[src/rtl/isqrt_pkg.sv]
package isqrt_pkg;
  // bits needed to index the root bits, never zero
  function automatic int idx_bits(input int n);
    return (n > 1) ? $clog2(n) : 1;
  endfunction
endpackage

[src/rtl/isqrt_sq_cmp.sv]
module isqrt_sq_cmp #(
  parameter int WIDTH  = 8,
  parameter int ROOT_W = WIDTH / 2
) (
  input  logic [ROOT_W-1:0] trial_i,
  input  logic [WIDTH-1:0]  radicand_i,
  output logic [WIDTH-1:0]  square_o,
  output logic              keep_o
);
  always_comb begin
    square_o = WIDTH'(trial_i) * WIDTH'(trial_i);
    keep_o   = square_o <= radicand_i;
  end
endmodule

[src/rtl/isqrt_ctrl.sv]
module isqrt_ctrl #(
  parameter int ROOT_W = 4,
  parameter int IDX_W  = isqrt_pkg::idx_bits(ROOT_W)
) (
  input  logic             clk_i,
  input  logic             rst_ni,
  input  logic             start_i,
  output logic             load_o,
  output logic             step_o,
  output logic             last_o,
  output logic [IDX_W-1:0] idx_o,
  output logic             busy_o,
  output logic             valid_o
);
  logic             busy_q, valid_q;
  logic [IDX_W-1:0] idx_q;

  assign load_o  = start_i && !busy_q;
  assign step_o  = busy_q;
  assign last_o  = (idx_q == '0);
  assign idx_o   = idx_q;
  assign busy_o  = busy_q;
  assign valid_o = valid_q;

  always_ff @(posedge clk_i or negedge rst_ni) begin
    if (!rst_ni) begin
      busy_q  <= 1'b0;
      valid_q <= 1'b0;
      idx_q   <= '0;
    end else begin
      valid_q <= busy_q && last_o;
      if (load_o) begin
        busy_q <= 1'b1;
        idx_q  <= IDX_W'(ROOT_W - 1);
      end else if (busy_q) begin
        if (last_o) busy_q <= 1'b0;
        else        idx_q  <= idx_q - IDX_W'(1);
      end
    end
  end
endmodule

[src/rtl/isqrt_datapath.sv]
module isqrt_datapath #(
  parameter int WIDTH  = 8,
  parameter int ROOT_W = WIDTH / 2,
  parameter int REM_W  = ROOT_W + 1,
  parameter int IDX_W  = isqrt_pkg::idx_bits(ROOT_W)
) (
  input  logic              clk_i,
  input  logic              rst_ni,
  input  logic              load_i,
  input  logic              step_i,
  input  logic              last_i,
  input  logic [IDX_W-1:0]  idx_i,
  input  logic [WIDTH-1:0]  radicand_i,
  output logic [ROOT_W-1:0] root_o,
  output logic [REM_W-1:0]  rem_o
);
  logic [WIDTH-1:0]  rad_q, conf_sq_q, square, sq_nxt;
  logic [ROOT_W-1:0] trial_q, conf_q, conf_nxt, next_bit, root_q;
  logic [REM_W-1:0]  rem_q;
  logic              keep;

  isqrt_sq_cmp #(.WIDTH(WIDTH), .ROOT_W(ROOT_W)) u_cmp (
    .trial_i    (trial_q),
    .radicand_i (rad_q),
    .square_o   (square),
    .keep_o     (keep)
  );

  always_comb begin
    conf_nxt = keep ? trial_q : conf_q;
    // square of the confirmed value, tracked instead of recomputed
    sq_nxt   = keep ? square : conf_sq_q;
    next_bit = ROOT_W'(1) << (idx_i - IDX_W'(1));
  end

  always_ff @(posedge clk_i or negedge rst_ni) begin
    if (!rst_ni) begin
      rad_q     <= '0;
      trial_q   <= '0;
      conf_q    <= '0;
      conf_sq_q <= '0;
      root_q    <= '0;
      rem_q     <= '0;
    end else if (load_i) begin
      rad_q     <= radicand_i;
      trial_q   <= ROOT_W'(1) << (ROOT_W - 1);
      conf_q    <= '0;
      conf_sq_q <= '0;
    end else if (step_i) begin
      conf_q    <= conf_nxt;
      conf_sq_q <= sq_nxt;
      if (last_i) begin
        root_q <= conf_nxt;
        rem_q  <= REM_W'(rad_q - sq_nxt);
      end else begin
        trial_q <= conf_nxt | next_bit;
      end
    end
  end

  assign root_o = root_q;
  assign rem_o  = rem_q;
endmodule

[src/rtl/isqrt_seq.sv]
module isqrt_seq #(
  parameter int WIDTH = 8
) (
  input  logic                   clk_i,
  input  logic                   rst_ni,
  input  logic                   start_i,
  input  logic [WIDTH-1:0]       radicand_i,
  output logic                   busy_o,
  output logic                   valid_o,
  output logic [WIDTH/2-1:0]     root_o,
  output logic [WIDTH/2:0]       rem_o
);
  localparam int ROOT_W = WIDTH / 2;
  localparam int REM_W  = ROOT_W + 1;
  localparam int IDX_W  = isqrt_pkg::idx_bits(ROOT_W);

  logic             load, step, last;
  logic [IDX_W-1:0] idx;

  isqrt_ctrl #(.ROOT_W(ROOT_W), .IDX_W(IDX_W)) u_ctrl (
    .clk_i   (clk_i),
    .rst_ni  (rst_ni),
    .start_i (start_i),
    .load_o  (load),
    .step_o  (step),
    .last_o  (last),
    .idx_o   (idx),
    .busy_o  (busy_o),
    .valid_o (valid_o)
  );

  isqrt_datapath #(.WIDTH(WIDTH), .ROOT_W(ROOT_W), .REM_W(REM_W), .IDX_W(IDX_W)) u_dp (
    .clk_i      (clk_i),
    .rst_ni     (rst_ni),
    .load_i     (load),
    .step_i     (step),
    .last_i     (last),
    .idx_i      (idx),
    .radicand_i (radicand_i),
    .root_o     (root_o),
    .rem_o      (rem_o)
  );
endmodule

[config.mk]
export PLATFORM = sky130hd
export DESIGN_NAME = isqrt_seq
export DESIGN_NICKNAME = d
export VERILOG_FILES = /design/src/rtl/isqrt_pkg.sv /design/src/rtl/isqrt_sq_cmp.sv /design/src/rtl/isqrt_ctrl.sv /design/src/rtl/isqrt_datapath.sv /design/src/rtl/isqrt_seq.sv
export SDC_FILE = /design/constraint.sdc
export NUM_CORES = 1
export LEC_CHECK = 0
export ABC_AREA = 1
export BUFFER_PORTS_ARGS = -buffer_cell sky130_fd_sc_hd__buf_2
export CAP_MARGIN = 30
export CORE_MARGIN = 2
export CORE_UTILIZATION = 62
export DETAILED_ROUTE_END_ITERATION = 7
export MAX_ROUTING_LAYER = met4
export PLACE_DENSITY = 0.86
export SYNTH_ARGS = -nofsm -noshare
export SYNTH_HDL_FRONTEND = slang
export SYNTH_SLANG_ARGS = --single-unit
[constraint.sdc]
create_clock -name clk_i -period 8.96 [get_ports clk_i]
set_input_delay 0 -clock clk_i [delete_from_list [all_inputs] [get_ports clk_i]]
set_output_delay 0 -clock clk_i [all_outputs]
set_load 0.02 [all_outputs]
* Word level (Yosys, flattened, before mapping)
Cells that the tools add are included.
** Storage, ports and cells
- Bits in registers :: 37
- Logic and storage cells :: 39
** Operators by class
- $add $sub $neg :: 2
- Multiply operators :: 1
- Order comparisons :: 1
- Equal/unequal tests :: 1
- Shifts and indexed selects :: 1
- Multiplexer cells :: 15
- Bitwise gates (word level) :: 2
- Reductions and logical operators :: 7
** Operators by type and width (number)
- $mux W4 :: 6
- $mux W8 :: 3
- $le A8 B8 Y1 :: 1
- $mul A4 B4 Y8 :: 1
- $mux W2 :: 3
- $sub A5 B5 Y5 :: 1
- $or A4 B4 Y4 :: 1
- $shl A1 B2 Y4 const A :: 1
- $mux W1 :: 3
- $reduce_and A3 Y1 :: 1
- $logic_and A1 B1 Y1 :: 2
- $logic_not A2 Y1 :: 1
- $ne A2 B2 Y1 const B :: 1
- $reduce_and A2 Y1 :: 1
- $reduce_bool A2 Y1 :: 1
- $sub A2 B1 Y2 const B :: 1
- $logic_not A1 Y1 :: 1
- $not A1 Y1 :: 1

* Logic depth before layout (Yosys ltp)
- Depth after elaboration :: 7
- Gate-level depth with buffers :: 25

* Cells and area by module
Synthesis repeated with hierarchy kept, for this count alone.
** Unflattened totals
- Cells, all modules :: 275
- Area total of the unflattened synthesis :: 2105.8 µm²
** By module, submodules not included
- isqrt_datapath :: instances 1, cells each 171, area an instance 1451.4 µm², seq. area each 750.7 µm²
- isqrt_sq_cmp :: instances 1, cells each 80, area an instance 446.7 µm², seq. area each 0.0 µm²
- isqrt_ctrl :: instances 1, cells each 24, area an instance 207.7 µm², seq. area each 100.1 µm²

* Worst setup path before layout
Ideal clock, no wire load.
- Path kind :: reg2reg
- Start point :: register u_dp.trial_q[1]
- End point :: register u_dp.rem_q[4], in the netlist u_dp.rem_o[4]
- Library setup time :: 117 ps
- Data arrival time :: 3212 ps
- Path slack :: 5630 ps
- Stages on the path, launching flop included :: 25
- Path buffers :: 1
- Period minus slack after synthesis :: 3330 ps
- Path through :: dfrtp_1 > nand2_1 > inv_1 > ha_1 > a21oi_1 > nand2_1 > xor2_1 > ha_1 > nand2_2 > nor2_4 > nand2_2 > nand2_4 > nand2_4 > buf_8 > o21ai_2 > ha_1 > inv_1 > fa_1 > nand3_1 > nand2_1 > xor2_1 > inv_1 > nand3_1 > nand3_1 > nand2_1
** Between the ends
- Longest elaborated chain between the ends :: 4
** RTL lines
- from (decl) :: RTL line isqrt_datapath.sv:18 : logic [ROOT_W-1:0] trial_q, conf_q, conf_nxt, next_bit, root_q;
- from (signal assigned) :: RTL line isqrt_datapath.sv:46 : trial_q <= ROOT_W'(1) << (ROOT_W - 1);
- from (signal assigned) :: RTL line isqrt_datapath.sv:56 : trial_q <= conf_nxt | next_bit;
- $mul A4 B4 Y8 * :: RTL line isqrt_sq_cmp.sv:11 : square_o = WIDTH'(trial_i) * WIDTH'(trial_i);
- $le A8 B8 Y1 :: RTL line isqrt_sq_cmp.sv:12 : keep_o = square_o <= radicand_i;
- $mux W8 * :: RTL line isqrt_datapath.sv:32 : sq_nxt = keep ? square : conf_sq_q;
- $sub A5 B5 Y5 * :: RTL line isqrt_datapath.sv:54 : rem_q <= REM_W'(rad_q - sq_nxt);
- to (signal assigned) :: RTL line isqrt_datapath.sv:54
- to (decl) :: RTL line isqrt_datapath.sv:19 : logic [REM_W-1:0] rem_q;
Mark *: on every way between the ends. The rest lies on a longest branch, timed or not.
A chain may end at the register's enable or synchronous reset.

* Worst setup path after layout
Same ends and word-level chain as after synthesis.

==> results_tabular.tex <==
\begin{tabular}{lr}
\hline
Metric & Value \\
\hline
\multicolumn{2}{l}{\textbf{Clock network}} \\
Number of buffers between clock root and the deepest sink & 2 \\
Clock transition at the registers of the reported paths & 0.11 ns \\
Post-CTS setup repair buffer count & 0 \\
Latest clock arrival within the worst-skew pair & 0.35 ns \\
Clock sink total & 34 \\
TritonCTS clock tree & done \\
Buffer cell driving the clock tree root & clkbuf\_4 \\
Maximum level of the CTS H-tree & 2 \\
Number of buffers created by CTS & 5 \\
\multicolumn{2}{l}{\textbf{Yosys}} \\
Synth cell types & 26 \\
Synthesized netlist cell count & between 200 and 250 \\
Part of the Yosys area used for sequential elements & a little over two fifths \\
Net count after synthesis & $\sim$270 \\
Top post-synthesis cells by area & dfrtp\_1 43\%, nand2\_1 13\%, ha\_1 11\% \\
Leading area contributor after synthesis & dfrtp\_1 \\
Mean post-synth cell area & 8.28 µm² \\
Post-synth top area share & a little over two fifths \\
Yosys Warn Count & 0 \\
Synthesized cell area & 1980 µm² \\
Post-synthesis register bit count & 34 \\
\multicolumn{2}{l}{\textbf{Global route}} \\
Wire length of the first global-routing pass & 6.73 mm \\
Initial antenna violation count & 0 \\
Total global-route track usage & 26.4\% \\
Vias in the first global route & 1530 \\
Pin count of the biggest net entering global routing & 35 \\
Total gr overflow & 0 \\
\multicolumn{2}{l}{\textbf{Status}} \\
Run status & completed \\
\multicolumn{2}{l}{\textbf{Floorplan}} \\
Standard-cell rows & 20 \\
Horizontal die dimension & between 60 and 70 µm \\
Top Ports & 22 \\
Die Height & roughly 60 µm \\
Effective utilization at floorplan & 64.8\% \\
Die Outline Area & 3660 µm² \\
Core area & 3050 µm² \\
\multicolumn{2}{l}{\textbf{Final layout}} \\
Fill count & 221 \\
Area used by multi-input combinational logic & about 960 µm² \\
Proportion of layout cells with a drive suffix above 1 & about 15\% \\
Layout Nets & between 300 and 400 \\
Seq. cell area & 851 µm² \\
Diodes inserted & 0 \\
Most common cell after layout, fill and taps aside & nand2\_1 \\
Area growth from synthesis to layout & 15.6\% \\
Final std cell area, no fill & 2290 µm² \\
Most frequent cells in the layout & 67 x nand2\_1, 37 x inv\_1, 34 x dfrtp\_1, 21 x buf\_2, 19 x o21ai\_0 \\
\multicolumn{2}{l}{\textbf{Job}} \\
Max Cap Viol & 0 \\
\multicolumn{2}{l}{\textbf{Setup path}} \\
Category of the most critical setup path & register to register \\
CP Data Required Time & 9.21 ns \\
Arrival @ worst endpoint & between 3 and 4 ns \\
Crit path max fanout & 13 \\
Critical Path Source Type & register \\
Flop-to-flop setup slack & around 5.3 ns \\
Element type at the critical path end & register \\
\multicolumn{2}{l}{\textbf{Place}} \\
Placer congestion estimate & 0.915 \\
Buffers added on ports & 21 \\
Instance area after placement & 2110 µm² \\
DPL Wire Length & 2.91 mm \\
\multicolumn{2}{l}{\textbf{Route}} \\
Vias & 1613 \\
Routed Antenna Nets & 0 \\
Via density per instance & 5.07 \\
Iteration-0 DRC Markers & a little under 80 \\
Total detailed-routing wirelength & 4.02 mm \\
Count of unresolved DRC violations after routing & 0 \\
Routed wire per std cell & 12.7 µm \\
Number of iterations in the first detailed-routing pass & 4 \\
\multicolumn{2}{l}{\textbf{STA}} \\
Final min period & 3.70 ns \\
Clock Skews & roughly 0.013 ns \\
RSZ-0062 raised after global routing & false \\
Final hold violation count & 0 \\
Setup\_tns & 0 ns \\
Peak clock frequency supported by timing & 270 MHz \\
Tcrit/Tclk final & approximately two fifths \\
Slew Viols, Final & 0 \\
Max transition margin & 44.7\% \\
Setup-failing EPs final & 0 \\
Slew at the pin closest to its max-slew limit & 0.827 ns \\
\multicolumn{2}{l}{\textbf{Hold path}} \\
Worst hold path class & input pin to async pin \\
\hline
\end{tabular}
==> area by class of cell <==
class	count	share of cell area, %
clock buffers	5	1.64
inverters	37	6.07
multi-input cells	164	42.0
well taps	44	2.41
clock inverters	3	1.75
flip-flops and latches	34	37.2
repair buffers	31	8.97
==> per-stage QoR <==
stage / utilization [%] / worst slack [ns] / instances / hold slack (ns)
final: 74.9 / 5.26 / 318 / 0.244
after global routing: 74.9 / 4.93 / 318 / 0.322
after CTS: 74.9 / 5.27 / 318 / 0.264
after detailed placement: 69.1 / 5.32 / 300 / 0.113
after global placement: 69.1 / 5.44 / 300 / 0.103
after floorplan: - / 5.63 / 239 / -0.296
==> final timing paths <==
path	end	start	cells past startpoint
setup reg to reg	u_dp.rem_o[4]	u_dp.trial_q[1]	23
hold reg to reg	u_dp.rem_o[1]	u_dp.rem_o[1]	2
min in group clk_i	u_dp.rad_q[7]	radicand_i[7]	4
setup / recovery	u_dp.rem_o[4]	u_dp.trial_q[1]	23
hold / removal	u_dp.rad_q[6]	rst_ni	2
max in group asynchronous	u_dp.trial_q[1]	rst_ni	2
==> repair_timing <==
item	in CTS	in global routing
hold endpoints to repair	44	0
hold buffers	10	0
resized for setup	0	0
==> critical path, cell delays in order (launching register included) <==
cell	delay, ns
dfrtp_1	0.44
nand2_1	0.08
inv_1	0.04
ha_1	0.33
a21oi_1	0.18
nand2_1	0.09
xor2_1	0.15
ha_1	0.29
nand2_2	0.07
nor2_4	0.13
nand3_2	0.16
nand2_4	0.22
nand2_1	0.13
o21ai_2	0.09
ha_1	0.16
inv_1	0.06
fa_1	0.40
nand3_1	0.09
nand2_1	0.07
xor2_1	0.16
inv_1	0.06
nand3_1	0.07
nand3_1	0.09
nand2_1	0.05
==> registers in the layout, summed over array words and instances (netlist names) <==
| signal | flops |
|---|---|
| u_dp.conf_sq_q | 5 |
| u_ctrl.valid_o | 1 |
| u_ctrl.busy_o | 1 |
| u_dp.conf_q | 4 |
| u_dp.rad_q | 8 |
| u_dp.root_o | 4 |
| u_ctrl.idx_o | 2 |
| u_dp.trial_q | 4 |
| u_dp.rem_o | 5 |
==> cells in the mapped netlist <==
cell / n
nand3b_1: 3
nand2_1: 67
dfrtp_1: 34
buf_2: 2
o21ai_1: 3
o21bai_1: 1
xor2_1: 3
ha_1: 18
a22oi_1: 1
clkbuf_1: 1
nand3_2: 1
and2_1: 2
a21oi_2: 1
nor2_4: 1
o21ai_0: 19
nand2_4: 2
nand3_1: 13
buf_8: 1
nand2_2: 3
nor2_1: 10
fa_1: 1
a31oi_1: 1
o21ai_2: 5
xnor2_1: 2
inv_1: 37
a21oi_1: 7
==> routing by layer <==
layer,up-vias,track usage [%],routed length (µm)
li1,823,-,-
met1,740,32.4,1820
met2,41,41.8,1940
met3,9,6.61,193
met4,0,10.9,75
met5,-,-,0
==> cells by family after synthesis <==
| kind of cell | after synthesis | share of synthesized area (%) |
|---|---|---|
| simple gates | 102 | 22.8 |
| buf+inv | 41 | 8.48 |
| xor+xnor | 5 | 2.21 |
| flops | 34 | 43.0 |
| compound gates | 38 | 11.1 |
| fa+ha+maj | 19 | 12.4 |
Power is not shown: default switching activity piles up to over one toggle a cycle in this logic, so the estimate is an artifact.
